<file path="config.mk">
export PLATFORM = sky130hd
export DESIGN_NAME = scan_timing_gen
export DESIGN_NICKNAME = d
export VERILOG_FILES = /design/src/rtl/scan_pkg.sv /design/src/rtl/scan_counters.sv /design/src/rtl/scan_dot_map.sv /design/src/rtl/scan_events.sv /design/src/rtl/scan_timing_gen.sv
export SDC_FILE = /design/constraint.sdc
export NUM_CORES = 1
export LEC_CHECK = 0
export BUFFER_PORTS_ARGS = -buffer_cell sky130_fd_sc_hd__clkbuf_2
export CORE_ASPECT_RATIO = 0.6
export CORE_MARGIN = 1.5
export CORE_UTILIZATION = 58
export CTS_CLUSTER_DIAMETER = 80
export DETAILED_ROUTE_END_ITERATION = 16
export GPL_ROUTABILITY_DRIVEN = 1
export GPL_TIMING_DRIVEN = 1
export PLACE_DENSITY = 0.83
export SYNTH_ARGS = -nofsm -noshare
export SYNTH_HDL_FRONTEND = slang
export SYNTH_SLANG_ARGS = --single-unit
export TNS_END_PERCENT = 30
</file>
<file path="constraint.sdc">
create_clock -name clk -period 11.3 [get_ports clk]
set_input_delay 0.565 -clock clk [delete_from_list [all_inputs] [get_ports clk]]
set_output_delay 0.565 -clock clk [all_outputs]
set_load 0.01 [all_outputs]
</file>
<file path="src/rtl/scan_pkg.sv">
package scan_pkg;
  typedef struct packed {
    logic line;
    logic frame;
    logic reload;
    logic render;
    logic cfg;
  } strobe_t;
endpackage

</file>
<file path="src/rtl/scan_counters.sv">
module scan_counters #(
  parameter int HW         = 11,
  parameter int VW         = 9,
  parameter int LINE_CLKS  = 1364,
  parameter int SHORT_CLKS = 1360,
  parameter int SHORT_LINE = 240,
  parameter int LINES_NTSC = 262,
  parameter int LINES_PAL  = 312
) (
  input  logic          clk,
  input  logic          rst,
  input  logic          region_pal,
  input  logic          interlace,
  output logic [HW-1:0] h_q,
  output logic [VW-1:0] v_q,
  output logic          f_q,
  output logic [HW-1:0] h_n,
  output logic [VW-1:0] v_n,
  output logic          f_n,
  output logic          short_n
);
  localparam logic [HW-1:0] H_LAST_N = HW'(LINE_CLKS - 2);
  localparam logic [HW-1:0] H_LAST_S = HW'(SHORT_CLKS - 2);
  localparam logic [HW-1:0] H_STEP   = HW'(2);
  localparam logic [VW-1:0] V_LAST_N = VW'(LINES_NTSC - 1);
  localparam logic [VW-1:0] V_LAST_P = VW'(LINES_PAL - 1);
  localparam logic [VW-1:0] V_SHORT  = VW'(SHORT_LINE);

  logic          short_cur;
  logic [HW-1:0] h_last;
  logic [VW-1:0] v_last;

  always_comb begin
    short_cur = !region_pal && !interlace && f_q && (v_q == V_SHORT);
    h_last    = short_cur ? H_LAST_S : H_LAST_N;
    v_last    = region_pal ? V_LAST_P : V_LAST_N;
    if (interlace && !f_q) v_last = v_last + 1'b1;
    h_n = h_q + H_STEP;
    v_n = v_q;
    f_n = f_q;
    if (h_q >= h_last) begin
      h_n = '0;
      if (v_q >= v_last) begin
        v_n = '0;
        f_n = ~f_q;
      end else begin
        v_n = v_q + 1'b1;
      end
    end
    short_n = !region_pal && !interlace && f_n && (v_n == V_SHORT);
  end

  always_ff @(posedge clk) begin
    if (rst) begin
      h_q <= '0;
      v_q <= '0;
      f_q <= 1'b0;
    end else begin
      h_q <= h_n;
      v_q <= v_n;
      f_q <= f_n;
    end
  end
endmodule

</file>
<file path="src/rtl/scan_dot_map.sv">
module scan_dot_map #(
  parameter int HW  = 11,
  parameter int DW  = 9,
  parameter int ST1 = 1292,
  parameter int ST2 = 1310
) (
  input  logic [HW-1:0] h,
  input  logic          short_line,
  output logic [DW-1:0] dot
);
  localparam logic [HW-1:0] T1  = HW'(ST1);
  localparam logic [HW-1:0] T2  = HW'(ST2);
  localparam logic [HW-1:0] TWO = HW'(2);

  logic [HW-1:0] adj;

  always_comb begin
    adj = h;
    if (!short_line) begin
      if (h > T1) adj = adj - TWO;
      if (h > T2) adj = adj - TWO;
    end
    dot = adj[DW+1:2];
  end
endmodule

</file>
<file path="src/rtl/scan_events.sv">
module scan_events
  import scan_pkg::*;
#(
  parameter int HW             = 11,
  parameter int VW             = 9,
  parameter int BW             = 9,
  parameter int FW             = 7,
  parameter int CW             = 8,
  parameter int H_RELOAD       = 10,
  parameter int H_RENDER       = 512,
  parameter int H_CFG          = 1152,
  parameter int RELOAD_LINE    = 225,
  parameter int RELOAD_LINE_OS = 240
) (
  input  logic          clk,
  input  logic          rst,
  input  logic [HW-1:0] h_n,
  input  logic [VW-1:0] v_n,
  input  logic          f_n,
  input  logic          interlace,
  input  logic          overscan,
  input  logic          disp_off,
  input  logic [BW-1:0] spr_base,
  input  logic          spr_rotate,
  input  logic [CW-1:0] cfg_in,
  output strobe_t       stb,
  output logic [BW:0]   spr_addr,
  output logic [FW-1:0] spr_first,
  output logic [CW-1:0] cfg_q,
  output logic          il_q
);
  localparam int AW = BW + 1;
  localparam logic [HW-1:0] HR_RELOAD = HW'(H_RELOAD);
  localparam logic [HW-1:0] HR_RENDER = HW'(H_RENDER);
  localparam logic [HW-1:0] HR_CFG    = HW'(H_CFG);
  localparam logic [VW-1:0] VL_STD    = VW'(RELOAD_LINE);
  localparam logic [VW-1:0] VL_OS     = VW'(RELOAD_LINE_OS);

  logic          at_line, at_frame, at_reload, at_render, at_cfg;
  logic [AW-1:0] addr_new;

  always_comb begin
    at_line   = (h_n == '0);
    at_frame  = at_line && (v_n == '0);
    at_render = (h_n == HR_RENDER);
    at_cfg    = (h_n == HR_CFG);
    at_reload = !disp_off && (h_n == HR_RELOAD) &&
                (v_n == (overscan ? VL_OS : VL_STD));
    addr_new  = {spr_base, 1'b0};
  end

  always_ff @(posedge clk) begin
    if (rst) begin
      stb       <= '0;
      spr_addr  <= '0;
      spr_first <= '0;
      cfg_q     <= '0;
      il_q      <= 1'b0;
    end else begin
      stb.line   <= at_line;
      stb.frame  <= at_frame;
      stb.reload <= at_reload;
      stb.render <= at_render;
      stb.cfg    <= at_cfg;
      if (at_reload) begin
        spr_addr  <= addr_new;
        spr_first <= spr_rotate ? addr_new[FW+1:2] : '0;
      end
      if (at_cfg) cfg_q <= cfg_in;
      if (at_frame && !f_n) il_q <= interlace;
    end
  end
endmodule

</file>
<file path="src/rtl/scan_timing_gen.sv">
module scan_timing_gen
  import scan_pkg::*;
#(
  parameter int HW             = 11,
  parameter int VW             = 9,
  parameter int BW             = 9,
  parameter int FW             = 7,
  parameter int CW             = 8,
  parameter int LINE_CLKS      = 1364,
  parameter int SHORT_CLKS     = 1360,
  parameter int SHORT_LINE     = 240,
  parameter int LINES_NTSC     = 262,
  parameter int LINES_PAL      = 312,
  parameter int STRETCH_A      = 1292,
  parameter int STRETCH_B      = 1310,
  parameter int H_RELOAD       = 10,
  parameter int H_RENDER       = 512,
  parameter int H_CFG          = 1152,
  parameter int RELOAD_LINE    = 225,
  parameter int RELOAD_LINE_OS = 240
) (
  input  logic          clk,
  input  logic          rst,
  input  logic          region_pal,
  input  logic          interlace,
  input  logic          overscan,
  input  logic          disp_off,
  input  logic [BW-1:0] spr_base,
  input  logic          spr_rotate,
  input  logic [CW-1:0] spr_cfg_in,
  output logic [HW-1:0] h_count,
  output logic [VW-1:0] v_count,
  output logic          field,
  output logic [HW-3:0] dot_idx,
  output logic          line_stb,
  output logic          frame_stb,
  output logic          reload_stb,
  output logic          render_stb,
  output logic          cfg_stb,
  output logic [BW:0]   spr_addr,
  output logic [FW-1:0] spr_first,
  output logic [CW-1:0] spr_cfg_q,
  output logic          interlace_q
);
  localparam int DW = HW - 2;

  logic [HW-1:0] h_n;
  logic [VW-1:0] v_n;
  logic          f_n;
  logic          short_n;
  logic [DW-1:0] dot_n;
  strobe_t       stb;

  scan_counters #(
    .HW(HW), .VW(VW), .LINE_CLKS(LINE_CLKS), .SHORT_CLKS(SHORT_CLKS),
    .SHORT_LINE(SHORT_LINE), .LINES_NTSC(LINES_NTSC), .LINES_PAL(LINES_PAL)
  ) u_cnt (
    .clk(clk), .rst(rst), .region_pal(region_pal), .interlace(interlace),
    .h_q(h_count), .v_q(v_count), .f_q(field),
    .h_n(h_n), .v_n(v_n), .f_n(f_n), .short_n(short_n)
  );

  scan_dot_map #(
    .HW(HW), .DW(DW), .ST1(STRETCH_A), .ST2(STRETCH_B)
  ) u_dot (
    .h(h_n), .short_line(short_n), .dot(dot_n)
  );

  always_ff @(posedge clk) begin
    if (rst) dot_idx <= '0;
    else     dot_idx <= dot_n;
  end

  scan_events #(
    .HW(HW), .VW(VW), .BW(BW), .FW(FW), .CW(CW),
    .H_RELOAD(H_RELOAD), .H_RENDER(H_RENDER), .H_CFG(H_CFG),
    .RELOAD_LINE(RELOAD_LINE), .RELOAD_LINE_OS(RELOAD_LINE_OS)
  ) u_evt (
    .clk(clk), .rst(rst), .h_n(h_n), .v_n(v_n), .f_n(f_n),
    .interlace(interlace), .overscan(overscan), .disp_off(disp_off),
    .spr_base(spr_base), .spr_rotate(spr_rotate), .cfg_in(spr_cfg_in),
    .stb(stb), .spr_addr(spr_addr), .spr_first(spr_first),
    .cfg_q(spr_cfg_q), .il_q(interlace_q)
  );

  assign line_stb   = stb.line;
  assign frame_stb  = stb.frame;
  assign reload_stb = stb.reload;
  assign render_stb = stb.render;
  assign cfg_stb    = stb.cfg;
endmodule

</file>
==> run summary <==
The fraction of met2 tracks used by global routing is 0.396. At the pin with the least slew margin, the transition time is 0.854 ns. The height of the die came out at 64.4 µm. After layout, the minimum clock period comes to 4.77 ns. The number of enable-type register cells in the synthesized netlist is 0. At the end of routability-driven placement, the weighted congestion stood at 0.916.

The achievable frequency came out at 210 MHz. The footprint of the multi-input gates came out at 2240 µm². Headroom to the max-slew limit came out at 0.430.

The synthesized netlist occupies a cell area of 3640 µm². Summed over all nets, the half-perimeter wirelength after detailed placement is 7050 µm. The buffer count from post-CTS setup fixing came out at 0. The area taken by flip-flops and latches is 1200 µm². In this run the most critical hold path is launched from spr_cfg_in[0]. The fraction of final layout cells sized beyond drive strength 1 is 0.253. The initial DRC count is 309.

Counting every net in the synthesized netlist gives 463. The number of gates resized after cts came out at 0. The worst-skew pair later-pin latency came out at 0.34 ns. The clock tree buffer depth is 2. The floorplan step set the die width to 105 µm.

Setup violations remaining at the end of the flow were counted as 0. The register area share after synthesis came out at 0.330. The flow ran to the end, and the final reports show no timing, DRC or antenna violations. The average cell area after synthesis came out at 8.64 µm². The power after layout is 0.000435 W. The maximum net fanout on the critical path came out at 13. The fraction of power consumed by combinational cells came out at 0.086. The count of cell types in the netlist came out at 68. The total global routing track utilization came out at 0.294. The average wire per standard cell is 16.4 µm. The via count of the routed design is 3455. The maximum clock skew at final layout is 0.0136 ns.

The number of buffers added by the clock tree synthesis step came out at 9. The worst setup path startpoint is u_cnt.v_q[7]. The final net count came out at 530. The global-route wire length before repair is 15400 µm. The clock group share of total power is 0.415. The detailed-route wire length is 9460 µm. The final max-slew violation count came to 0. The ratio of final minimum period to clock period is 0.422.

The max-cap check violation count came out at 0. Buffers inserted to repair hold after CTS numbered 0. The critical path is of the reg2reg type.

The global routing stage identified its most utilized layer as met1. The switching share of power is 0.265. The final count of hold timing violations is 0. The first-pass iteration count of the detailed router came out at 5.

The residual antenna-violating net count after detailed routing came out at 0. After routing, the total negative slack on setup checks comes to 0 ns. The number of antenna violations at the first check in global routing is 0.

The number of instances in the synthesized netlist came out at 422. The global routing usage on met1 came out at 0.410. The root buffer cell is clkbuf_8. The TritonCTS clock tree is built.

By area the synthesized netlist is led by dfxtp_1 33%, mux2i_1 6.0%, ha_1 5.8%. The standby leakage power is 1.74 nW. The via count of the first global-routing pass is 3069. The proportion of netlist area held by the largest area contributor is 0.330. The worst setup path is captured at a register.

The number of buffers added on ports came out at 83. The met3 usage came out at 0.134. The startpoint of the lowest-slack register-to-register path is u_cnt.v_q[7].

The floorplan has 22 rows. At the worst endpoint, the arrival time is 5.01 ns. The detail-routed via count per cell is 5.98. The starting density of the core came out at 0.599. Dividing total power by cell area gives a power density of 103 nW/µm². The worst hold-check path type is in2reg. The largest total area in the synthesized netlist belongs to dfxtp_1.

In this run the standard cell core region covers 6080 µm². The diode insertion count for antenna repair is 0. The count of yosys warnings during synthesis came out at 0. Of the total power, registers draw 0.499. The final global-route overflow total came out at 0. Entering global routing, the biggest net connects 54 pins.

The flop and latch count out of synthesis is 60. The switching power came out at 0.000115 W. In the synthesized netlist the async set-or-reset flop fraction comes to 0. The commonest register cell after synthesis is dfxtp_1. The clock net in this run drives a total of 60 sinks. The critical path required time came out at 11.54 ns. The worst-case IR drop observed on VDD is 72.1 µV. The CTS H-tree depth came out at 3.

Setup repair after global routing left no endpoint under its margin. After detailed routing, the number of remaining DRC violations is 0. The cell-internal power came out at 0.000320 W. The die outline area is 6780 µm². The layout overhead on the synthesized area came out at 15.7%. The count of boundary I/O pins came out at 85. The number of filler cells placed in the layout came out at 513.

The register clock-pin slew on the reported worst setup and hold paths is 0.07 ns. The worst setup path is launched from a register.
==> sequential cells by signal, indices dropped and copies added, names as in the netlist <==
signal / flops
u_evt.stb: 5
u_cnt.h_q: 11
dot_idx: 9
u_evt.spr_addr: 9
u_evt.il_q: 1
u_cnt.v_q: 9
u_evt.spr_first: 7
u_evt.cfg_q: 8
u_cnt.f_q: 1
==> layer usage <==
metal / up-vias / part of all wire
met3: 18 / 0.14
li1: 1647 / -
met4: 0 / 0.013
met5: - / 0
met1: 1581 / 0.45
met2: 209 / 0.40
==> cell type report <==
class,instances,area share
timing repair buffer,86,0.104
inverter,13,0.0116
clock inverter,5,0.00860
tap,84,0.0249
sequential,60,0.285
clock buffer,11,0.0359
multi-input combinational,319,0.530
==> logic make-up (layout without fill, tap and decap cells) <==
family          Yosys count  in the layout  synth area share
mux                      24             24            0.0666
flops                    60             60             0.330
other cells               1              1           0.00103
xor+xnor                 19             19            0.0457
simple gates            189            189             0.280
buf+inv                  43            115            0.0566
fa+ha+maj                17             17            0.0584
compound gates           69             69             0.162
==> power groups by stage <==
| stage | logic, W | clock network, W | registers [W] |
|---|---|---|---|
| final | 0.0000375 | 0.000181 | 0.000217 |
| after global routing | 0.0000415 | 0.000192 | 0.000217 |
| after floorplan | 0.0000239 | 0 | 0.000221 |
| after CTS | 0.0000370 | 0.000183 | 0.000217 |
| after detailed placement | 0.0000368 | 0 | 0.000222 |
| after global placement | 0.0000356 | 0 | 0.000222 |
==> stage by stage <==
stage,util,std cells,setup slack (ns),hold WS (ns),instance area (µm²)
6_report,0.693,578,6.53,0.467,4220
5_1_grt,0.693,578,6.16,0.469,4220
4_1_cts,0.693,578,6.61,0.454,4220
3_5_place_dp,0.662,562,6.48,0.468,4030
3_3_place_gp,0.662,562,6.63,0.454,4030
2_1_floorplan,-,422,7.06,0.489,3640
==> cell usage in the layout (no fill, tap or decap), types with 4 or more instances in the layout <==
cell	n
nor2b_1	7
dfxtp_1	60
nand3_1	20
nor3_1	21
clkbuf_2	83
nand4_1	10
nand2_1	17
and3_1	8
xor2_1	7
nor4_1	5
ha_1	17
inv_1	13
clkbuf_8	11
nor2_1	56
a21oi_1	7
mux2i_1	22
nor4b_1	4
a21oi_2	6
and2_1	7
o21ai_0	7
a211oi_1	4
nand2b_1	13
xnor2_1	12
o2111ai_1	5
o21a_1	6
==> Yosys cell counts, types with 8 or more instances <==
cell,number
and3_1,8
clkbuf_1,18
dfxtp_1,60
ha_1,17
inv_1,13
mux2i_1,22
nand2_1,17
nand2b_1,13
nand3_1,20
nand4_1,10
nor2_1,56
nor3_1,21
xnor2_1,12
==> path summary, 6_finish.rpt <==
path,endpoint,slack [ns],depth (start not counted)
max,dot_idx[3],6.53,18
max reg2reg,dot_idx[3],6.53,18
min,u_evt.cfg_q[0],0.47,3
min reg2reg,u_evt.spr_first[6],0.47,2
==> worst max-delay path, stage by stage (launching register included) <==
cell	delay [ns]
dfxtp_1	0.57
nor4bb_1	0.51
nand3_1	0.23
ha_1	0.35
a211oi_2	0.08
nor4_4	0.61
nor2_1	0.25
nand2_1	0.19
inv_1	0.08
ha_1	0.17
nor2b_1	0.13
nand4_1	0.13
nand3_1	0.13
mux2_2	0.28
ha_1	0.15
o211ai_1	0.16
a2111oi_4	0.27
nor3_1	0.10
a2111oi_2	0.28
No activity file was read; power rests on OpenSTA's default activity.
